### config.mk
export PLATFORM = sky130hd
export DESIGN_NAME = sram_bus_monitor
export DESIGN_NICKNAME = d
export VERILOG_FILES = /design/src/rtl/sram_mon_pkg.sv /design/src/rtl/sram_mon_run_timer.sv /design/src/rtl/sram_mon_sticky.sv /design/src/rtl/sram_bus_monitor.sv
export SDC_FILE = /design/constraint.sdc
export NUM_CORES = 1
export LEC_CHECK = 0
export ABC_AREA = 1
export BUFFER_PORTS_ARGS = -buffer_cell sky130_fd_sc_hd__buf_4
export CORE_ASPECT_RATIO = 0.6
export CORE_MARGIN = 1
export CORE_UTILIZATION = 30
export DETAILED_ROUTE_END_ITERATION = 8
export PLACE_DENSITY = 0.46
export SYNTH_ARGS = -nofsm -noshare
export SYNTH_HDL_FRONTEND = slang
export SYNTH_SLANG_ARGS = --single-unit
### constraint.sdc
create_clock -name clk_i -period 2.15 [get_ports clk_i]
set_clock_uncertainty 0.2 [all_clocks]
set_input_delay 0.215 -clock clk_i [delete_from_list [all_inputs] [get_ports clk_i]]
set_output_delay 0.215 -clock clk_i [all_outputs]
set_load 0.05 [all_outputs]
### src/rtl/sram_mon_pkg.sv
package sram_mon_pkg;

    localparam int NUM_RULES   = 8;
    localparam int RULE_PULSE  = 0;
    localparam int RULE_DSETUP = 1;
    localparam int RULE_ASETUP = 2;
    localparam int RULE_CSETUP = 3;
    localparam int RULE_BSETUP = 4;
    localparam int RULE_CYCLE  = 5;
    localparam int RULE_MOVE   = 6;
    localparam int RULE_CONT   = 7;

    // Round a nanosecond limit up to whole sample ticks.
    function automatic int ns_to_ticks(input int ns, input int period);
        return (ns + period - 1) / period;
    endfunction

    function automatic int max2(input int a, input int b);
        return (a > b) ? a : b;
    endfunction

endpackage

### src/rtl/sram_mon_run_timer.sv
// Tracks a sampled value and how many consecutive samples it has held.
module sram_mon_run_timer #(
    parameter int W     = 1,
    parameter int CNT_W = 4,
    parameter int SAT   = 15
) (
    input  logic             clk_i,
    input  logic             rst_ni,
    input  logic             first_i,
    input  logic [W-1:0]     value_i,
    output logic [W-1:0]     val_o,
    output logic [CNT_W-1:0] cnt_o,
    output logic             chg_o
);
    localparam logic [CNT_W-1:0] SAT_V = CNT_W'(SAT);
    localparam logic [CNT_W-1:0] ONE_V = CNT_W'(1);

    typedef struct packed {
        logic [W-1:0]     val;
        logic [CNT_W-1:0] cnt;
    } run_t;

    run_t run_d, run_q;

    assign chg_o = !first_i && (value_i != run_q.val);
    assign val_o = run_q.val;
    assign cnt_o = run_q.cnt;

    always_comb begin
        run_d = run_q;
        if (first_i || chg_o) begin
            run_d.val = value_i;
            run_d.cnt = ONE_V;
        end else if (run_q.cnt < SAT_V) begin
            run_d.cnt = run_q.cnt + ONE_V;
        end
    end

    always_ff @(posedge clk_i) begin
        if (!rst_ni) run_q <= '0;
        else         run_q <= run_d;
    end
endmodule

### src/rtl/sram_mon_sticky.sv
// Bank of sticky flags with a synchronous clear that takes priority.
module sram_mon_sticky #(
    parameter int N = 8
) (
    input  logic         clk_i,
    input  logic         rst_ni,
    input  logic         clr_i,
    input  logic [N-1:0] set_i,
    output logic [N-1:0] flags_o
);
    for (genvar g = 0; g < N; g++) begin : g_flag
        logic flag_d, flag_q;
        always_comb begin
            flag_d = flag_q | set_i[g];
            if (clr_i) flag_d = 1'b0;
        end
        always_ff @(posedge clk_i) begin
            if (!rst_ni) flag_q <= 1'b0;
            else         flag_q <= flag_d;
        end
        assign flags_o[g] = flag_q;
    end
endmodule

### src/rtl/sram_bus_monitor.sv
module sram_bus_monitor #(
    parameter int ADDR_W           = 16,
    parameter int DATA_W           = 16,
    parameter int CNT_W            = 16,
    parameter int SAMPLE_PERIOD_NS = 4,
    parameter int T_WP_NS          = 40,
    parameter int T_DW_NS          = 25,
    parameter int T_AW_NS          = 45,
    parameter int T_CW_NS          = 45,
    parameter int T_BW_NS          = 45,
    parameter int T_WC_NS          = 55
) (
    input  logic                                  clk_i,
    input  logic                                  rst_ni,
    input  logic                                  clear_i,
    input  logic                                  cs_n_i,
    input  logic                                  we_n_i,
    input  logic                                  oe_n_i,
    input  logic                                  lbe_n_i,
    input  logic                                  ube_n_i,
    input  logic [ADDR_W-1:0]                     addr_i,
    input  logic [DATA_W-1:0]                     data_i,
    input  logic                                  host_drive_i,
    output logic [sram_mon_pkg::NUM_RULES-1:0]    err_o,
    output logic [CNT_W-1:0]                      wr_count_o,
    output logic [CNT_W-1:0]                      rd_count_o
);
    import sram_mon_pkg::*;

    // Tick limits
    localparam int TK_WP = ns_to_ticks(T_WP_NS, SAMPLE_PERIOD_NS);
    localparam int TK_DW = ns_to_ticks(T_DW_NS, SAMPLE_PERIOD_NS);
    localparam int TK_AW = ns_to_ticks(T_AW_NS, SAMPLE_PERIOD_NS);
    localparam int TK_CW = ns_to_ticks(T_CW_NS, SAMPLE_PERIOD_NS);
    localparam int TK_BW = ns_to_ticks(T_BW_NS, SAMPLE_PERIOD_NS);
    localparam int TK_WC = ns_to_ticks(T_WC_NS, SAMPLE_PERIOD_NS);
    localparam int MAX_T = max2(max2(max2(TK_WP, TK_DW), max2(TK_AW, TK_CW)),
                                max2(TK_BW, TK_WC));
    localparam int TW    = $clog2(MAX_T + 1);

    localparam logic [TW-1:0]    WP_V  = TW'(TK_WP);
    localparam logic [TW-1:0]    DW_V  = TW'(TK_DW);
    localparam logic [TW-1:0]    AW_V  = TW'(TK_AW);
    localparam logic [TW-1:0]    CW_V  = TW'(TK_CW);
    localparam logic [TW-1:0]    BW_V  = TW'(TK_BW);
    localparam logic [TW-1:0]    WC_V  = TW'(TK_WC);
    localparam logic [TW-1:0]    SAT_V = TW'(MAX_T);
    localparam logic [TW-1:0]    T1_V  = TW'(1);
    localparam logic [CNT_W-1:0] C1_V  = CNT_W'(1);

    typedef struct packed {
        logic             primed;
        logic [TW-1:0]    cyc;
        logic             wrote;
        logic             win_bad;
        logic             rd_act;
        logic             rd_bad;
        logic             oe_n;
        logic [CNT_W-1:0] wr_cnt;
        logic [CNT_W-1:0] rd_cnt;
    } mon_t;

    mon_t st_d, st_q;

    logic first;
    assign first = !st_q.primed;

    // ---------------- run-length timers ----------------
    logic              win_now;
    logic              w_val, c_val, b_val;
    logic [TW-1:0]     w_cnt, c_cnt, b_cnt, a_cnt, d_cnt;
    logic              w_chg, c_chg, b_chg, a_chg, d_chg;
    logic [ADDR_W-1:0] a_val;
    logic [DATA_W-1:0] d_val;
    logic              be_off;

    assign win_now = !cs_n_i && !we_n_i;
    assign be_off  = lbe_n_i && ube_n_i;

    sram_mon_run_timer #(.W(1), .CNT_W(TW), .SAT(MAX_T)) u_win_tmr (
        .clk_i(clk_i), .rst_ni(rst_ni), .first_i(first), .value_i(win_now),
        .val_o(w_val), .cnt_o(w_cnt), .chg_o(w_chg));

    sram_mon_run_timer #(.W(1), .CNT_W(TW), .SAT(MAX_T)) u_cs_tmr (
        .clk_i(clk_i), .rst_ni(rst_ni), .first_i(first), .value_i(cs_n_i),
        .val_o(c_val), .cnt_o(c_cnt), .chg_o(c_chg));

    sram_mon_run_timer #(.W(1), .CNT_W(TW), .SAT(MAX_T)) u_be_tmr (
        .clk_i(clk_i), .rst_ni(rst_ni), .first_i(first), .value_i(be_off),
        .val_o(b_val), .cnt_o(b_cnt), .chg_o(b_chg));

    sram_mon_run_timer #(.W(ADDR_W), .CNT_W(TW), .SAT(MAX_T)) u_addr_tmr (
        .clk_i(clk_i), .rst_ni(rst_ni), .first_i(first), .value_i(addr_i),
        .val_o(a_val), .cnt_o(a_cnt), .chg_o(a_chg));

    sram_mon_run_timer #(.W(DATA_W), .CNT_W(TW), .SAT(MAX_T)) u_data_tmr (
        .clk_i(clk_i), .rst_ni(rst_ni), .first_i(first), .value_i(data_i),
        .val_o(d_val), .cnt_o(d_cnt), .chg_o(d_chg));

    // ---------------- rule evaluation ----------------
    logic                 close_evt, move_evt, oe_rise, read_state;
    logic                 close_fail;
    logic [NUM_RULES-1:0] rule_hit;

    // Window closes on the first sample where the overlap is gone.
    assign close_evt  = w_chg && w_val;
    assign move_evt   = !first && w_val && win_now && a_chg;
    assign oe_rise    = !first && !st_q.oe_n && oe_n_i;
    assign read_state = !cs_n_i && !oe_n_i && we_n_i && !be_off;

    always_comb begin
        rule_hit = '0;
        // Registered run lengths describe the last open sample, so a change
        // on the closing sample itself (zero hold) is never counted against it.
        rule_hit[RULE_PULSE]  = close_evt && (w_cnt < WP_V);
        rule_hit[RULE_DSETUP] = close_evt && (d_cnt < DW_V);
        rule_hit[RULE_ASETUP] = close_evt && (a_cnt < AW_V);
        rule_hit[RULE_CSETUP] = close_evt && (c_val || (c_cnt < CW_V));
        rule_hit[RULE_BSETUP] = close_evt && (b_val || (b_cnt < BW_V));
        rule_hit[RULE_CYCLE]  = a_chg && (st_q.wrote || close_evt) && (st_q.cyc < WC_V);
        rule_hit[RULE_MOVE]   = move_evt;
        rule_hit[RULE_CONT]   = host_drive_i && !cs_n_i && !oe_n_i && we_n_i;
    end

    assign close_fail = |rule_hit[RULE_BSETUP:RULE_PULSE];

    always_comb begin
        st_d        = st_q;
        st_d.primed = 1'b1;
        st_d.oe_n   = oe_n_i;

        // Address period length and write presence
        if (first) begin
            st_d.cyc   = SAT_V;
            st_d.wrote = 1'b0;
        end else if (a_chg) begin
            st_d.cyc   = T1_V;
            st_d.wrote = 1'b0;
        end else begin
            if (st_q.cyc < SAT_V) st_d.cyc = st_q.cyc + T1_V;
            st_d.wrote = st_q.wrote || close_evt;
        end

        // Address movement inside the open window
        if (win_now && w_val && !first) st_d.win_bad = st_q.win_bad || move_evt;
        else                            st_d.win_bad = 1'b0;

        if (close_evt && !close_fail && !st_q.win_bad)
            st_d.wr_cnt = st_q.wr_cnt + C1_V;

        // Read tracking between output-enable rises
        if (oe_rise) begin
            if (st_q.rd_act && !st_q.rd_bad) st_d.rd_cnt = st_q.rd_cnt + C1_V;
            st_d.rd_act = 1'b0;
            st_d.rd_bad = 1'b0;
        end else begin
            st_d.rd_act = st_q.rd_act || read_state;
            st_d.rd_bad = st_q.rd_bad || rule_hit[RULE_CONT];
        end
    end

    always_ff @(posedge clk_i) begin
        if (!rst_ni) begin
            st_q      <= '0;
            st_q.oe_n <= 1'b1;
        end else begin
            st_q      <= st_d;
        end
    end

    sram_mon_sticky #(.N(NUM_RULES)) u_flags (
        .clk_i(clk_i), .rst_ni(rst_ni), .clr_i(clear_i),
        .set_i(rule_hit), .flags_o(err_o));

    assign wr_count_o = st_q.wr_cnt;
    assign rd_count_o = st_q.rd_cnt;

endmodule

**Word level (Yosys, flattened, before mapping)**

Cells that the tools add are included.
W data, S select, Z words.

- Input port bits: 41
- Bits in registers: 105
- Output and inout port bits: 40

- Bitwise operators: 10
- Equality and inequality tests: 6
- Multiplexer cells: 19
- Reductions and logical operators: 69
- Add/subtract/negate cells: 8
- $lt $le $gt $ge: 11

Operator list:

| operator | count |
|---|---|
| $mux W16 | 3 |
| $mux W42 | 1 |
| $lt A4 B4 Y1 const B | 10 |
| $add A16 B1 Y16 const B | 2 |
| $ne A16 B16 Y1 | 2 |
| $logic_and A1 B1 Y1 | 31 |
| $add A4 B1 Y4 const B | 6 |
| $reduce_or A2 Y1 | 7 |
| $reduce_bool A2 Y1 | 6 |
| $logic_or A1 B1 Y1 | 11 |
| $mux W1 | 11 |
| $mux W5 | 2 |
| $logic_not A1 Y1 | 9 |
| $or A1 B1 Y1 | 8 |
| $reduce_and A2 Y1 | 3 |
| $reduce_or A5 Y1 | 1 |
| $lt A4 B3 Y1 const B | 1 |
| $mux W4 | 1 |
| $ne A1 B1 Y1 | 3 |
| $ne A3 B1 Y1 const B | 1 |
| $reduce_or A3 Y1 | 1 |
| $mux W2 | 1 |
| $not A1 Y1 | 2 |

**Depth between registers and ports, before layout**

- Depth after elaboration: 12
- Gate-level depth with buffers: 12

**Modules after synthesis**

From an unflattened synthesis, not the netlist that was laid out.

- Cells, all modules: 826
- Area total of the unflattened synthesis: 5607.9 um^2

By module, submodules not included:

| module | instances | area each (um^2) | cells an instance | sequential area each (um^2) |
|---|---|---|---|---|
| sram_bus_monitor | 1 | 2615.0 | 374 | 840.8 |
| sram_mon_run_timer (u_addr_tmr ...) | 2 | 968.4 | 158 | 400.4 |
| sram_mon_run_timer (u_be_tmr ...) | 3 | 255.2 | 34 | 100.1 |
| sram_mon_sticky | 1 | 290.3 | 34 | 160.2 |

**Worst setup path before layout**

Ideal clock, no wire load.

- Path kind: flip-flop to flip-flop
- From: reg u_win_tmr.run_q (netlist bit u_win_tmr.val_o)
- To: reg st_q (netlist bit wr_count_o[3])
- Path buffers: 1
- Data required time: 1837 ps
- Arrival: 1517 ps
- Period minus slack after synthesis: 1831 ps
- Setup slack: 319 ps
- Stages on the path, launching flop included: 11
- Cell sequence: dfxtp_1 -> ha_1 -> nand2_2 -> nor2_8 -> nand2_1 -> nand3_2 -> nor2_4 -> buf_6 -> nand2_2 -> o21ai_1 -> nor2_1

- Word-level cells in the longest chain between the ends: 8

RTL lines:

| item | line | source |
|---|---|---|
| start: declaration | sram_mon_run_timer.sv:23 | `run_t run_d, run_q;` |
| start signal: assignment | sram_mon_run_timer.sv:41 | `else run_q <= run_d;` |
| $ne A1 B1 Y1 | sram_mon_run_timer.sv:25 | `assign chg_o = !first_i && (value_i != run_q.val);` |
| $logic_and A1 B1 Y1 | sram_mon_run_timer.sv:25 |  |
| $logic_and A1 B1 Y1 (*) | sram_bus_monitor.sv:106 | `assign close_evt = w_chg && w_val;` |
| $logic_and A1 B1 Y1, on equally long branches | - |  |
| $reduce_or A5 Y1 | sram_bus_monitor.sv:125 | `assign close_fail = \|rule_hit[RULE_BSETUP:RULE_PULSE];` |
| $logic_not A1 Y1 | sram_bus_monitor.sv:148 | `if (close_evt && !close_fail && !st_q.win_bad)` |
| $logic_and A1 B1 Y1 (*) (2 in series) | sram_bus_monitor.sv:148 |  |
| end signal: assignment | sram_bus_monitor.sv:167 | `st_q <= st_d;` |
| end: declaration | sram_bus_monitor.sv:63 | `mon_t st_d, st_q;` |

Every way passes the cells marked *; elsewhere a longest branch is shown, timed or not.
A chain may end at the register's enable or synchronous reset.

**Worst setup path in the final report**

- From: reg u_win_tmr.run_q (netlist bit u_win_tmr.val_o)
- To: reg st_q (netlist bit wr_count_o[6])

Same word-level chain as after synthesis.

==> flow_metrics.tcl <==
set metrics [dict create \
    worstSetupPathType "register to register" \
    core_um2 17500 \
    wire_per_inst_um 10.8 \
    netSwitchingPower_mw 1.02 \
    port_buffers 80 \
    dr.first_iter.drc_count 246 \
    post_cts_buffers 0 \
    worst_pin_slew_ns 0.369 \
    synth-edff-count 0 \
    antenna_found_initial 0 \
    drt.antenna.violating_nets 0 \
    fin_crit_sh_pct 88.4 \
    cp-start-kind "register" \
    layout_common_cells "nand2_1, inv_1, nor2_1, dfxtp_1, buf_4" \
    crit_arrival_ns 1.94 \
    syn_inst 820 \
    rsz0062_at_grt "no" \
    clkLatencyLatePin_ns 0.34 \
    ctsHoldBuffers 38 \
    netlist-cell-type-count 39 \
    layout_commonest_cell "nand2_1" \
    drc 0 \
    finalHoldViolations 0 \
    grt_pass1_wl_um 20800 \
    hold_class "primary input to register" \
    final_nets 957 \
    syn-cell-area_um2 5460 \
    async_reset_ff_share_pct 0 \
    drive_gt1_share_pct 14.3 \
    power.share.sequential_pct 48.9 \
    h-tree-depth 3 \
    cp-end-kind "register" \
    critPathRequiredTime_ns 2.19 \
    io_pins 81 \
    numCtsBuffers 9 \
    clkPwrFrac_pct 41.2 \
    intPower_mw 3.15 \
    die_h_um 107 \
    viasPerCell 4.06 \
    setup_viol 0 \
    tritoncts "done" \
    status "finished, final reports clean" \
    gp_congestion 0.804 \
    finalMaxSlewViolations 0 \
    swShare_pct 24.4 \
    clock_sinks 105 \
    vias 4654 \
    comb_power_share_pct 9.9 \
    syn_avg_cell_area_um2 6.66 \
    min_period_ns 1.90 \
    grt_overflow_total 0 \
    ys_seq_area_share_pct 38.5 \
    clk_path_buf_depth 2 \
    cap_violations 0 \
    syn2layout_area_growth_pct 24.4 \
    p_total_mw 4.17 \
    rows 37 \
    dieArea_um2 18800 \
    max_freq_ghz 0.526 \
    grt_max_degree 48 \
    root_buffer "clkbuf_16" \
    start_util_pct 31.3 \
    leakagePower_nw 3.38 \
    final.setup.tns_ns 0 \
    firstDrtPassIters 5 \
    first_global_vias 4231 \
    p_per_area_nw_per_um2 613 \
    die_x_um 176 \
    dp_hpwl_um 9320 \
    diodes 0 \
    synth.yosys.warnings 0 \
    slew_headroom_pct 75.4 \
    ctsResizeCount 0 \
    ys_seq_elements 105 \
    gr-usage-all-layers_pct 14.0 \
    fill_cells 1807 \
    peakVddDrop_mv 0.343 \
    synthesis.nets 870 \
    routed_wirelength_um 12300 \
    clk_pin_slew_ns 0.07 \
    crit_fanout 14 \
    synth_ff_type "dfxtp_1" \
]
==> cells by family (layout without fill, tap and decap cells) <==
kind of cell	Yosys count	in the layout	share of synthesized area, %
flip-flops	105	105	38.5
AO/OA/AOI/OAI	64	64	6.35
adder cells (fa/ha/maj)	9	9	2.06
AND/OR/NAND/NOR	413	413	32.5
buffers and inverters	211	303	17.7
XOR/XNOR	18	18	2.89
==> area by class of cell <==
class,count,area [um2],area share [%]
flip-flops and latches,105,2100,30.9
clock inverters,6,73.8,1.09
inverters,158,593,8.73
well taps,234,293,4.31
clock buffers,10,239,3.52
multi-input cells,504,2390,35.2
repair buffers,129,1100,16.2
==> stage by stage <==
| stage | cells | worst slack, ns | hold WS (ns) | area (um2) | utilization, % |
|---|---|---|---|---|---|
| 6_report | 1146 | 0.250 | 0.0168 | 6790 | 38.9 |
| 3_3_place_gp | 1092 | 0.179 | 0.210 | 6100 | 35.0 |
| 4_1_cts | 1146 | 0.235 | 0.00508 | 6790 | 38.9 |
| 5_1_grt | 1146 | 0.0964 | 0.0338 | 6790 | 38.9 |
| 2_1_floorplan | 820 | 0.319 | 0.0427 | 5460 | - |
| 3_5_place_dp | 1092 | 0.108 | 0.209 | 6100 | 35.0 |
==> critical path: stages, from the launching register on <==
cell and delay (ns):
dfxtp_1 0.33, ha_1 0.33, nand2_2 0.13, nor2_8 0.06
nand2_1 0.11, nand3_2 0.13, nor2_4 0.12, buf_12 0.15
nand2_2 0.06, o21ai_1 0.12, nor2_1 0.05
==> registers in the layout (all words and copies together) (netlist names) <==
register and cells:
u_data_tmr.cnt_o 4, st_q 10, u_be_tmr.val_o 1, u_addr_tmr.cnt_o 4, u_data_tmr.val_o 16, u_win_tmr.cnt_o 4, wr_count_o 16, u_cs_tmr.val_o 1
rd_count_o 16, u_cs_tmr.cnt_o 4, u_be_tmr.cnt_o 4, u_win_tmr.val_o 1, u_flags.g_flag.flag_q 8, u_addr_tmr.val_o 16
==> worst paths after layout <==
kind	start	endpoint	slack, ns	cells past startpoint
setup / recovery	u_win_tmr.val_o$_SDFFE_PN0P_	wr_count_o[6]$_SDFFE_PN0P_	0.25	10
hold / removal	cs_n_i	st_q[35]$_SDFF_PN0_	0.02	4
setup reg to reg	u_win_tmr.val_o$_SDFFE_PN0P_	wr_count_o[6]$_SDFFE_PN0P_	0.25	10
hold reg to reg	u_flags.g_flag[3].flag_q$_SDFF_PP0_	u_flags.g_flag[3].flag_q$_SDFF_PP0_	0.27	2
==> synth_stat cells, drive strengths merged, types with 2 or more instances <==
library cell,n,area (um2)
nand2,216,818
inv,158,593
nor2,122,489
dfxtp,105,2100
buf,44,339
nand3,40,230
a21oi,36,184
o21ai,18,90.1
nand4,15,93.8
clkbuf,9,33.8
ha,9,113
xnor2,9,78.8
xor2,9,78.8
nor3,8,51.3
or2,6,37.5
nand3b,4,42.5
a31oi,2,12.5
o21bai,2,15.0
==> routing by layer <==
layer  GRT usage [%]  up-vias  part of all wire [%]
met4            2.42        0                  0.49
met5               0        -                     0
met2            19.0       89                    36
li1                -     2619                     -
met1            21.6     1942                    58
met3            3.65        4                   4.8
==> power groups by stage <==
stage / clock network [mW] / registers (mW) / logic (mW)
3_5_place_dp: 0 / 2.08 / 0.363
4_1_cts: 1.80 / 2.04 / 0.418
3_3_place_gp: 0 / 2.08 / 0.362
6_report: 1.72 / 2.04 / 0.412
5_1_grt: 1.87 / 2.04 / 0.477
2_1_floorplan: 0 / 2.07 / 0.229
(Power assumes the default switching activity.)
